`src/rtl/pfifo_dma_ctl.sv`:
```
module pfifo_dma_ctl #(
  parameter int DEPTH = 32,
  localparam int AW = $clog2(DEPTH),
  localparam int LW = AW + 1
) (
  input  logic          clk,
  input  logic          rst_n,
  input  logic          reg_wr,
  input  logic [1:0]    reg_addr,
  input  logic [7:0]    reg_wdata,
  output logic [7:0]    ctrl_q,
  output logic [7:0]    thr_q,
  output logic          chan_rst_q,
  output logic [LW-1:0] level,
  output logic          ovf,
  output logic          unf,
  input  logic          port_wr,
  input  logic [7:0]    port_wdata,
  input  logic          port_rd,
  output logic [7:0]    port_rdata,
  input  logic          dma_wr,
  input  logic [15:0]   dma_wdata,
  input  logic          dma_rd,
  output logic [15:0]   dma_rdata,
  output logic          dma_req_n
);

  logic [7:0]    mem [DEPTH];
  logic [AW-1:0] wptr, rptr;
  logic [7:0]    hold0, hold1;
  logic [1:0]    hold_cnt;

  wire wr_ctrl = reg_wr && reg_addr == 2'd0 && !chan_rst_q;
  wire wr_thr  = reg_wr && reg_addr == 2'd1 && !chan_rst_q;
  wire wr_crr  = reg_wr && reg_addr == 2'd2;
  wire flush   = wr_ctrl && reg_wdata[7];

  wire dma_en = ctrl_q[6];
  wire tx     = ctrl_q[5];
  wire rle    = ctrl_q[3];
  wire buf_we = ctrl_q[0];

  assign port_rdata = mem[rptr];
  assign dma_rdata  = {mem[rptr + AW'(1)], mem[rptr]};

  logic [1:0] push_n, pop_n;
  logic [7:0] pb0, pb1;
  logic       set_ovf, set_unf, hold_ld, hold_shift;

  always_comb begin
    push_n = 2'd0;
    pop_n = 2'd0;
    pb0 = 8'd0;
    pb1 = 8'd0;
    set_ovf = 1'b0;
    set_unf = 1'b0;
    hold_ld = 1'b0;
    hold_shift = 1'b0;
    if (tx) begin
      if (dma_wr) begin
        if (rle || hold_cnt != 2'd0) begin
          if (int'(level) + int'(hold_cnt) > DEPTH) set_ovf = 1'b1;
          else begin
            push_n = hold_cnt;
            pb0 = hold0;
            pb1 = hold1;
            hold_ld = 1'b1;
          end
        end else if (int'(level) + 2 > DEPTH) set_ovf = 1'b1;
        else begin
          push_n = 2'd2;
          pb0 = dma_wdata[7:0];
          pb1 = dma_wdata[15:8];
        end
      end else if (!rle && !dma_en && !buf_we && hold_cnt != 2'd0 && int'(level) < DEPTH) begin
        push_n = 2'd1;
        pb0 = hold0;
        hold_shift = 1'b1;
      end
      if (port_rd) begin
        if (level == '0) set_unf = 1'b1;
        else pop_n = 2'd1;
      end
    end else begin
      if (port_wr) begin
        if (int'(level) >= DEPTH) set_ovf = 1'b1;
        else begin
          push_n = 2'd1;
          pb0 = port_wdata;
        end
      end
      if (dma_rd) begin
        if (int'(level) < 2) set_unf = 1'b1;
        else pop_n = 2'd2;
      end
    end
  end

  wire thr_hit = tx ? (int'(level) <= int'(thr_q)) : (int'(level) >= int'(thr_q));

  always_ff @(posedge clk) begin
    if (push_n != 2'd0) mem[wptr] <= pb0;
    if (push_n == 2'd2) mem[wptr + AW'(1)] <= pb1;
  end

  always_ff @(posedge clk or negedge rst_n) begin
    if (!rst_n) chan_rst_q <= 1'b0;
    else if (wr_crr) chan_rst_q <= reg_wdata[0];
  end

  always_ff @(posedge clk or negedge rst_n) begin
    if (!rst_n) begin
      ctrl_q <= '0;
      thr_q <= '0;
      wptr <= '0;
      rptr <= '0;
      level <= '0;
      ovf <= 1'b0;
      unf <= 1'b0;
      hold0 <= '0;
      hold1 <= '0;
      hold_cnt <= '0;
      dma_req_n <= 1'b1;
    end else if (chan_rst_q) begin
      ctrl_q <= '0;
      thr_q <= '0;
      wptr <= '0;
      rptr <= '0;
      level <= '0;
      ovf <= 1'b0;
      unf <= 1'b0;
      hold_cnt <= '0;
      dma_req_n <= 1'b1;
    end else begin
      if (wr_ctrl) ctrl_q <= {1'b0, reg_wdata[6:0]};
      if (wr_thr) thr_q <= reg_wdata;
      dma_req_n <= !(dma_en && !flush && thr_hit);
      if (flush) begin
        wptr <= '0;
        rptr <= '0;
        level <= '0;
        ovf <= 1'b0;
        unf <= 1'b0;
        hold_cnt <= '0;
      end else begin
        wptr <= wptr + AW'(push_n);
        rptr <= rptr + AW'(pop_n);
        level <= level + LW'(push_n) - LW'(pop_n);
        if (set_ovf) ovf <= 1'b1;
        if (set_unf) unf <= 1'b1;
        if (hold_ld) begin
          hold0 <= dma_wdata[7:0];
          hold1 <= dma_wdata[15:8];
          hold_cnt <= 2'd2;
        end else if (hold_shift) begin
          hold0 <= hold1;
          hold_cnt <= hold_cnt - 2'd1;
        end
      end
    end
  end

  a_r7_level_bound: assert property (@(posedge clk) disable iff (!rst_n)
    int'(level) <= DEPTH);

  a_r2_chan_reset_clears: assert property (@(posedge clk) disable iff (!rst_n)
    chan_rst_q |=> (ctrl_q == 8'd0 && level == '0 && dma_req_n));

  a_r4_flush_empties: assert property (@(posedge clk) disable iff (!rst_n || chan_rst_q)
    flush |=> (level == '0 && !ovf && !unf && dma_req_n));

  a_r12_req_off_disabled: assert property (@(posedge clk) disable iff (!rst_n || chan_rst_q)
    !dma_en |=> dma_req_n);

  a_r8_ovf_sticky: assert property (@(posedge clk) disable iff (!rst_n || chan_rst_q)
    (ovf && !flush) |=> ovf);

  a_r9_unf_sticky: assert property (@(posedge clk) disable iff (!rst_n || chan_rst_q)
    (unf && !flush) |=> unf);

  a_r5_rx_idle_stable: assert property (@(posedge clk) disable iff (!rst_n || chan_rst_q)
    (!tx && !port_wr && !dma_rd && !flush) |=> $stable(level));

  a_r13_hold_bound: assert property (@(posedge clk) disable iff (!rst_n)
    hold_cnt <= 2'd2);

endmodule

```
`config.mk`:
```
export PLATFORM = sky130hd
export DESIGN_NAME = pfifo_dma_ctl
export DESIGN_NICKNAME = d
export VERILOG_FILES = /design/src/rtl/pfifo_dma_ctl.sv
export SDC_FILE = /design/constraint.sdc
export NUM_CORES = 1
export LEC_CHECK = 0
export BUFFER_PORTS_ARGS = -buffer_cell sky130_fd_sc_hd__buf_4
export CAP_MARGIN = 10
export CORE_MARGIN = 5
export CORE_UTILIZATION = 55
export DETAILED_ROUTE_END_ITERATION = 8
export GPL_ROUTABILITY_DRIVEN = 1
export PLACE_DENSITY = 0.84
export SYNTH_ARGS = -nofsm -noshare
export SYNTH_HDL_FRONTEND = slang
export SYNTH_SLANG_ARGS = --single-unit
```
`constraint.sdc`:
```
create_clock -name clk -period 10.4 [get_ports clk]
set_clock_uncertainty 0.05 [all_clocks]
set_input_delay 1.56 -clock clk [delete_from_list [all_inputs] [get_ports clk]]
set_output_delay 1.56 -clock clk [all_outputs]
set_load 0.02 [all_outputs]
```
==> impl_metrics.ini, run 1 <==
[run_status]
status = finished, final reports clean

[placed_design]
gp_routability_congestion = 0.9307
place_ws_ns = 4.902
io_buffers = 89
dp_hpwl_mm = 37.12

[floorplanning]
die_w_microns = 197.0
core-area_sq_um = 34540
io_pins = 91
rows = 68
dieArea_sq_um = 38790
start_util = 0.5565
fp.dieH_microns = 197.0

[clock_network]
clockBufferDepth = 3
cts_buffers = 34
cts_setup_buffers = 0
insertion_delay_ns = 0.53
hold_buffers = 0
cts_htree_levels = 2
clock-sinks = 309
cts_tree = done
root_buffer = clkbuf_16
cts.repair.resized = 0
path_clk_slew_ns = 0.06

[power]
seqPwrFrac = 0.367
ir_worst_vdd_mv = 0.1737
internal-power_mw = 2.877
pwr-share-comb = 0.339
swShare = 0.3312
power_density_nw_per_um2 = 200.4
p_sw_mw = 1.424
power_leakage_nw = 7.496
p_clk_frac = 0.294

[setup_path]
crit_path_start_kind = register
critPathMaxStageDelay_ns = 0.76
path_buf_inv = 3
path_delay_family = buffers and inverters
rrSetupSlack_ns = 5.45
cp_data_arrival_time_ns = 4.54
crit_top_cell = buf_4
critical_path_class = reg2out
end_kind = output port
crit_fanout = 56
slowest_stage = buf_4
cp_data_required_time_ns = 8.79
cp-startpoint = rptr[0]$_DFF_PN0_
cp_cell_sequence = buf_4 > buf_4 > mux4_2 > mux4_2 > mux2_2 > buf_4
rr_startpoint = level[1]$_DFF_PN0_

[yosys]
synth_edf_count = 256
synth_area_per_cell_sq_um = 14.69
syn_area_sq_um = 19220
synth_cells = 1309
ys.flop_type = edfxtp_1
syn_nets = 1384
synth_seq_area_share = 0.4690
yosys_warnings = 0
synth_async_sr_flop_share = 0.1715
ys_ff_latch = 309
netlist-cell-type-count = 67

[routing]
antenna_left = 0
wl_per_cell_microns = 31.18
dr.pass1.iters = 6
avgViaCountPerCell = 7.154
wl_mm = 56.81
drt-initial-drc-count = 1829
drcViolationCount = 0
vias = 13040

[sta]
setup_viol = 0
tightestPinTransition_ns = 1.389
finalHoldViolations = 0
fin_setup_tns_ns = 0
slew_violations = 0
fin_crit_sh = 0.5911
max_freq_mhz = 162.7
setup_ws_ns = 4.253
period_minus_slack_ns = 6.147
max-slew-margin-rel = 0.07060
rsz0062_at_grt = false

[cells_and_area]
nFillCells = 2535
antennaDiodeCount = 0
area_growth_pct = 11.68
nets = 1416
fin_util = 0.6215
drive_above_1_share = 0.3146

[global_route]
first_global_vias = 13300
grt_max_degree = 57
grt.overflow.total = 0
grt_pass1_wl_mm = 85.44
grt_antenna_before_repair = 0
grt_util_all_layers = 0.2932

[worst_hold_path]
hp-class = reg2reg
min_from = hold0[4]$_DFFE_PN0P_

[job]
cap_violations = 0
## per-stage QoR
step / hold WS (ns) / std cells / cell area, sq um / power (mW)
global placement: 0.4049 / 1759 / 20290 / 2.983
CTS: 0.4362 / 1821 / 21460 / 4.294
finish: 0.4295 / 1822 / 21470 / 4.301
global route: 0.4686 / 1822 / 21470 / 4.476
detailed placement: 0.4219 / 1759 / 20290 / 3.036
floorplan: 0.3908 / 1309 / 19220 / 2.629
## layout by cell type, fill, tap and decap left out, types with 5 or more instances in the layout
cell type	count
mux2i_1	279
edfxtp_1	256
mux4_2	160
buf_4	125
nor2_1	55
dfrtp_1	50
clkbuf_16	36
nand2_1	32
a21oi_1	31
ha_1	28
inv_1	26
mux2_2	25
nand3_1	21
o21ai_0	21
nor4_4	19
a21o_1	14
nor3_2	14
and3_1	10
and2_1	9
nor2b_1	9
a21bo_2	8
a22oi_2	8
xnor2_1	7
nor3_1	6
nand2b_1	5
xor2_1	5
fa_1	5
clkinv_2	5
clkinv_1	5
## layer usage
layer	track usage	vias up	routed length (microns)
met3	0.09726	211	8393
met4	0.1312	0	3071
met1	0.3878	6472	19530
met2	0.4463	1094	25820
met5	0	-	0
li1	-	5258	-
## logic make-up after synthesis
kind of cell,after synthesis,share of synthesized area
flops,309,0.4690
mux,465,0.3479
buf+inv,156,0.03625
other cells,1,0.0001951
compound gates,114,0.04120
fa+ha+maj,34,0.02408
simple gates,217,0.07550
xor+xnor,13,0.005923
## synth_stat cells (19+ instances only)
cell,n,share of area
edfxtp_1,256,0.40
nor2_1,55,0.011
nor3_1,20,0.0052
mux4_2,160,0.19
nand2_1,32,0.0062
clkbuf_1,84,0.016
dfrtp_1,52,0.068
mux2i_1,280,0.15
nor4_4,19,0.021
o21ai_0,21,0.0055
inv_1,26,0.0051
nand3_1,21,0.0055
a21oi_1,31,0.0081
mux2_2,25,0.015
ha_1,29,0.019
## power by group through the flow
stage | Sequential, mW | Clock [mW] | Combinational, mW
5_1_grt | 1.59 | 1.33 | 1.56
3_5_place_dp | 1.60 | 0 | 1.43
2_1_floorplan | 1.55 | 0 | 1.08
3_3_place_gp | 1.60 | 0 | 1.38
4_1_cts | 1.58 | 1.27 | 1.45
6_report | 1.58 | 1.26 | 1.46
## cell type report
type | count | area, sq um | area share
clock buffers | 43 | 950.9 | 0.04429
inverters | 26 | 97.59 | 0.004546
flip-flops and latches | 309 | 9022 | 0.4203
clock inverters | 19 | 212.7 | 0.009908
repair buffers | 126 | 949.7 | 0.04424
well taps | 455 | 569.3 | 0.02652
multi-input cells | 844 | 9666 | 0.4502
## state kept, by name (all words and copies together), names as in the netlist
name,flops
dma_req_n,1
hold_cnt,2
thr_q,8
ctrl_q,7
level,6
hold1,8
mem,256
wptr,5
hold0,8
ovf,1
rptr,5
unf,1
chan_rst_q,1
## path summary, 6_finish.rpt
check | endpoint | cells after the start
hold / removal | hold0[4]$_DFFE_PN0P_ | 2
setup reg to reg | mem[17][4]$_DFFE_PP_ | 10
max in group asynchronous | rptr[0]$_DFF_PN0_ | 1
setup / recovery | dma_rdata[12] | 6
hold reg to reg | hold0[4]$_DFFE_PN0P_ | 2
min in group asynchronous | hold_cnt[0]$_DFFE_PN0P_ | 1
## tightest hold or removal path, delay by kind of cell (launching register included)
kind / cells / cell delay (ns)
AOI/OAI and AO/OA: 1 / 0.06
and+or+nand+nor: 1 / 0.05
DFF: 1 / 0.34
(Power assumes the default switching activity.)
==> run 2: changes to the inputs <==
Settings changed: PLACE_DENSITY 0.84 to 0.86.
Clock period 10.4 ns to 5.2 ns, I/O delays scaled along.
==> impl_metrics.ini, run 2 (synthesized netlist as in run 1, its figures left out) <==
[clock_network]
root_buffer = clkbuf_16
cts_setup_buffers = 0
clock-sinks = 309
clockBufferDepth = 3
cts.repair.resized = 0
path_clk_slew_ns = 0.06
cts_buffers = 34
cts_htree_levels = 2
insertion_delay_ns = 0.51
hold_buffers = 0
cts_tree = done

[sta]
tightestPinTransition_ns = 1.238
max-slew-margin-rel = 0.1676
period_minus_slack_ns = 4.507
finalHoldViolations = 0
setup_viol = 0
fin_crit_sh = 0.8667
rsz0062_at_grt = false
max_freq_mhz = 221.9
slew_violations = 0
setup_ws_ns = 0.6930
fin_setup_tns_ns = 0

[setup_path]
cp_data_arrival_time_ns = 4.58
rr_startpoint = level[1]$_DFF_PN0_
cp_data_required_time_ns = 5.28
end_kind = register
rrSetupSlack_ns = 0.69
cp-endpoint = mem[21][6]$_DFFE_PP_
reg2regPathDepth = 9
crit_path_start_kind = register
critical_path_class = reg2reg
cp-startpoint = level[1]$_DFF_PN0_
critPathMaxStageDelay_ns = 0.94
slowest_stage = nor3_1
reg2reg_to = mem[21][6]$_DFFE_PP_
crit_top_cell = inv_1
crit_fanout = 17
cp_cell_sequence = inv_1 > fa_1 > nor4bb_1 > a22o_1 > a211o_1 > nand4_4 > inv_1 > mux2i_1 > nor3_1

[cells_and_area]
area_growth_pct = 11.62
antennaDiodeCount = 0
nets = 1435
drive_above_1_share = 0.3134
fin_util = 0.6212
final_cell_mix = 280 x mux2i_1, 256 x edfxtp_1, 160 x mux4_2
fin_cells = 1840
largest_register_ffs = 256
top_register = mem
final_common_cell = mux2i_1

[global_route]
grt_util_all_layers = 0.2820
grt_max_degree = 131
grt.overflow.total = 0
first_global_vias = 13300
grt_antenna_before_repair = 1
grt_pass1_wl_mm = 83.45

[power]
internal-power_mw = 5.613
total_power_mw = 8.557
pwr-share-comb = 0.360
p_clk_frac = 0.273
swShare = 0.3441
ir_worst_vdd_mv = 0.3232
power_leakage_nw = 7.554
seqPwrFrac = 0.366
p_sw_mw = 2.944
power_density_nw_per_um2 = 398.8

[floorplanning]
rows = 68
start_util = 0.5565
fp.dieH_microns = 197.0
io_pins = 91
core-area_sq_um = 34540
dieArea_sq_um = 38790
die_w_microns = 197.0

[routing]
drcViolationCount = 0
vias = 12910
antenna_left = 0
wl_per_cell_microns = 29.57
avgViaCountPerCell = 7.016
wl_mm = 54.41
dr.pass1.iters = 5
drt-initial-drc-count = 1683

[placed_design]
io_buffers = 89
gp_routability_congestion = 0.9624
dp.cells = 1779
dp_hpwl_mm = 35.99
place_ws_ns = 0.7640

[run_status]
status = finished, final reports clean

[job]
cap_violations = 0

[worst_hold_path]
hp-class = in2async
-- run 2: changes by cell type in the layout (fill, tap and decap cells not counted), sizes merged --
cell / previous run / this run
clkbuf: 43 / 40
inv: 28 / 29
clkinv: 11 / 14
bufinv: 4 / 2
buf: 126 / 145
-- run 2: layout make-up --
type	count	area, sq um
Multi-Input combinational cell	844	9592
Inverter	26	97.59
Tap cell	455	569.3
Clock inverter	21	167.7
Sequential cell	309	9022
Fill cell	2482	13090
Clock buffer	40	894.6
Timing Repair Buffer	145	1114
-- run 2: power groups by stage --
stage	combinational, mW	clock [mW]	sequential [mW]
after global routing	3.29	2.47	3.16
final	3.08	2.34	3.13
after CTS	3.06	2.36	3.13
after detailed placement	3.03	0	3.18
after floorplan	2.16	0	3.10
after global placement	2.96	0	3.17
-- run 2: critical path: cells and delay by family, from the launching register on --
family	cells	cell delay, ns
buffers and inverters	2	0.63
multiplexers	1	0.25
AND/OR/NAND/NOR	3	1.60
flip-flops	1	0.51
adder cells (fa/ha/maj)	1	0.58
AO/OA/AOI/OAI	2	0.49
-- run 2: worst min path at each step --
| stage | from | end | slack (ns) | cells past startpoint |
|---|---|---|---|---|
| after floorplan | hold0[0]$_DFFE_PN0P_ | hold0[0]$_DFFE_PN0P_ | 0.39 | 2 |
| after global placement | hold0[6]$_DFFE_PN0P_ | hold0[6]$_DFFE_PN0P_ | 0.40 | 2 |
| after detailed placement | hold0[7]$_DFFE_PN0P_ | hold0[7]$_DFFE_PN0P_ | 0.43 | 2 |
| after CTS | rst_n | level[3]$_DFF_PN0_ | 0.29 | 1 |
| after global routing | rst_n | hold_cnt[1]$_DFFE_PN0P_ | 0.31 | 1 |
| final | rst_n | hold_cnt[1]$_DFFE_PN0P_ | 0.28 | 1 |
-- run 2: routing by layer --
metal,global-route usage,share of wire,vias up
li1,-,-,5302
met1,0.3775,0.36,6451
met2,0.4329,0.46,978
met3,0.08171,0.12,176
met4,0.1269,0.054,2
met5,0,0.00022,-
-- run 2: per-stage QoR --
stage | instance area [sq um] | hold slack, ns
after floorplan | 19220 | 0.3908
after global placement | 20390 | 0.4026
after detailed placement | 20390 | 0.4255
after CTS | 21460 | 0.2854
after global routing | 21460 | 0.3116
final | 21460 | 0.2756
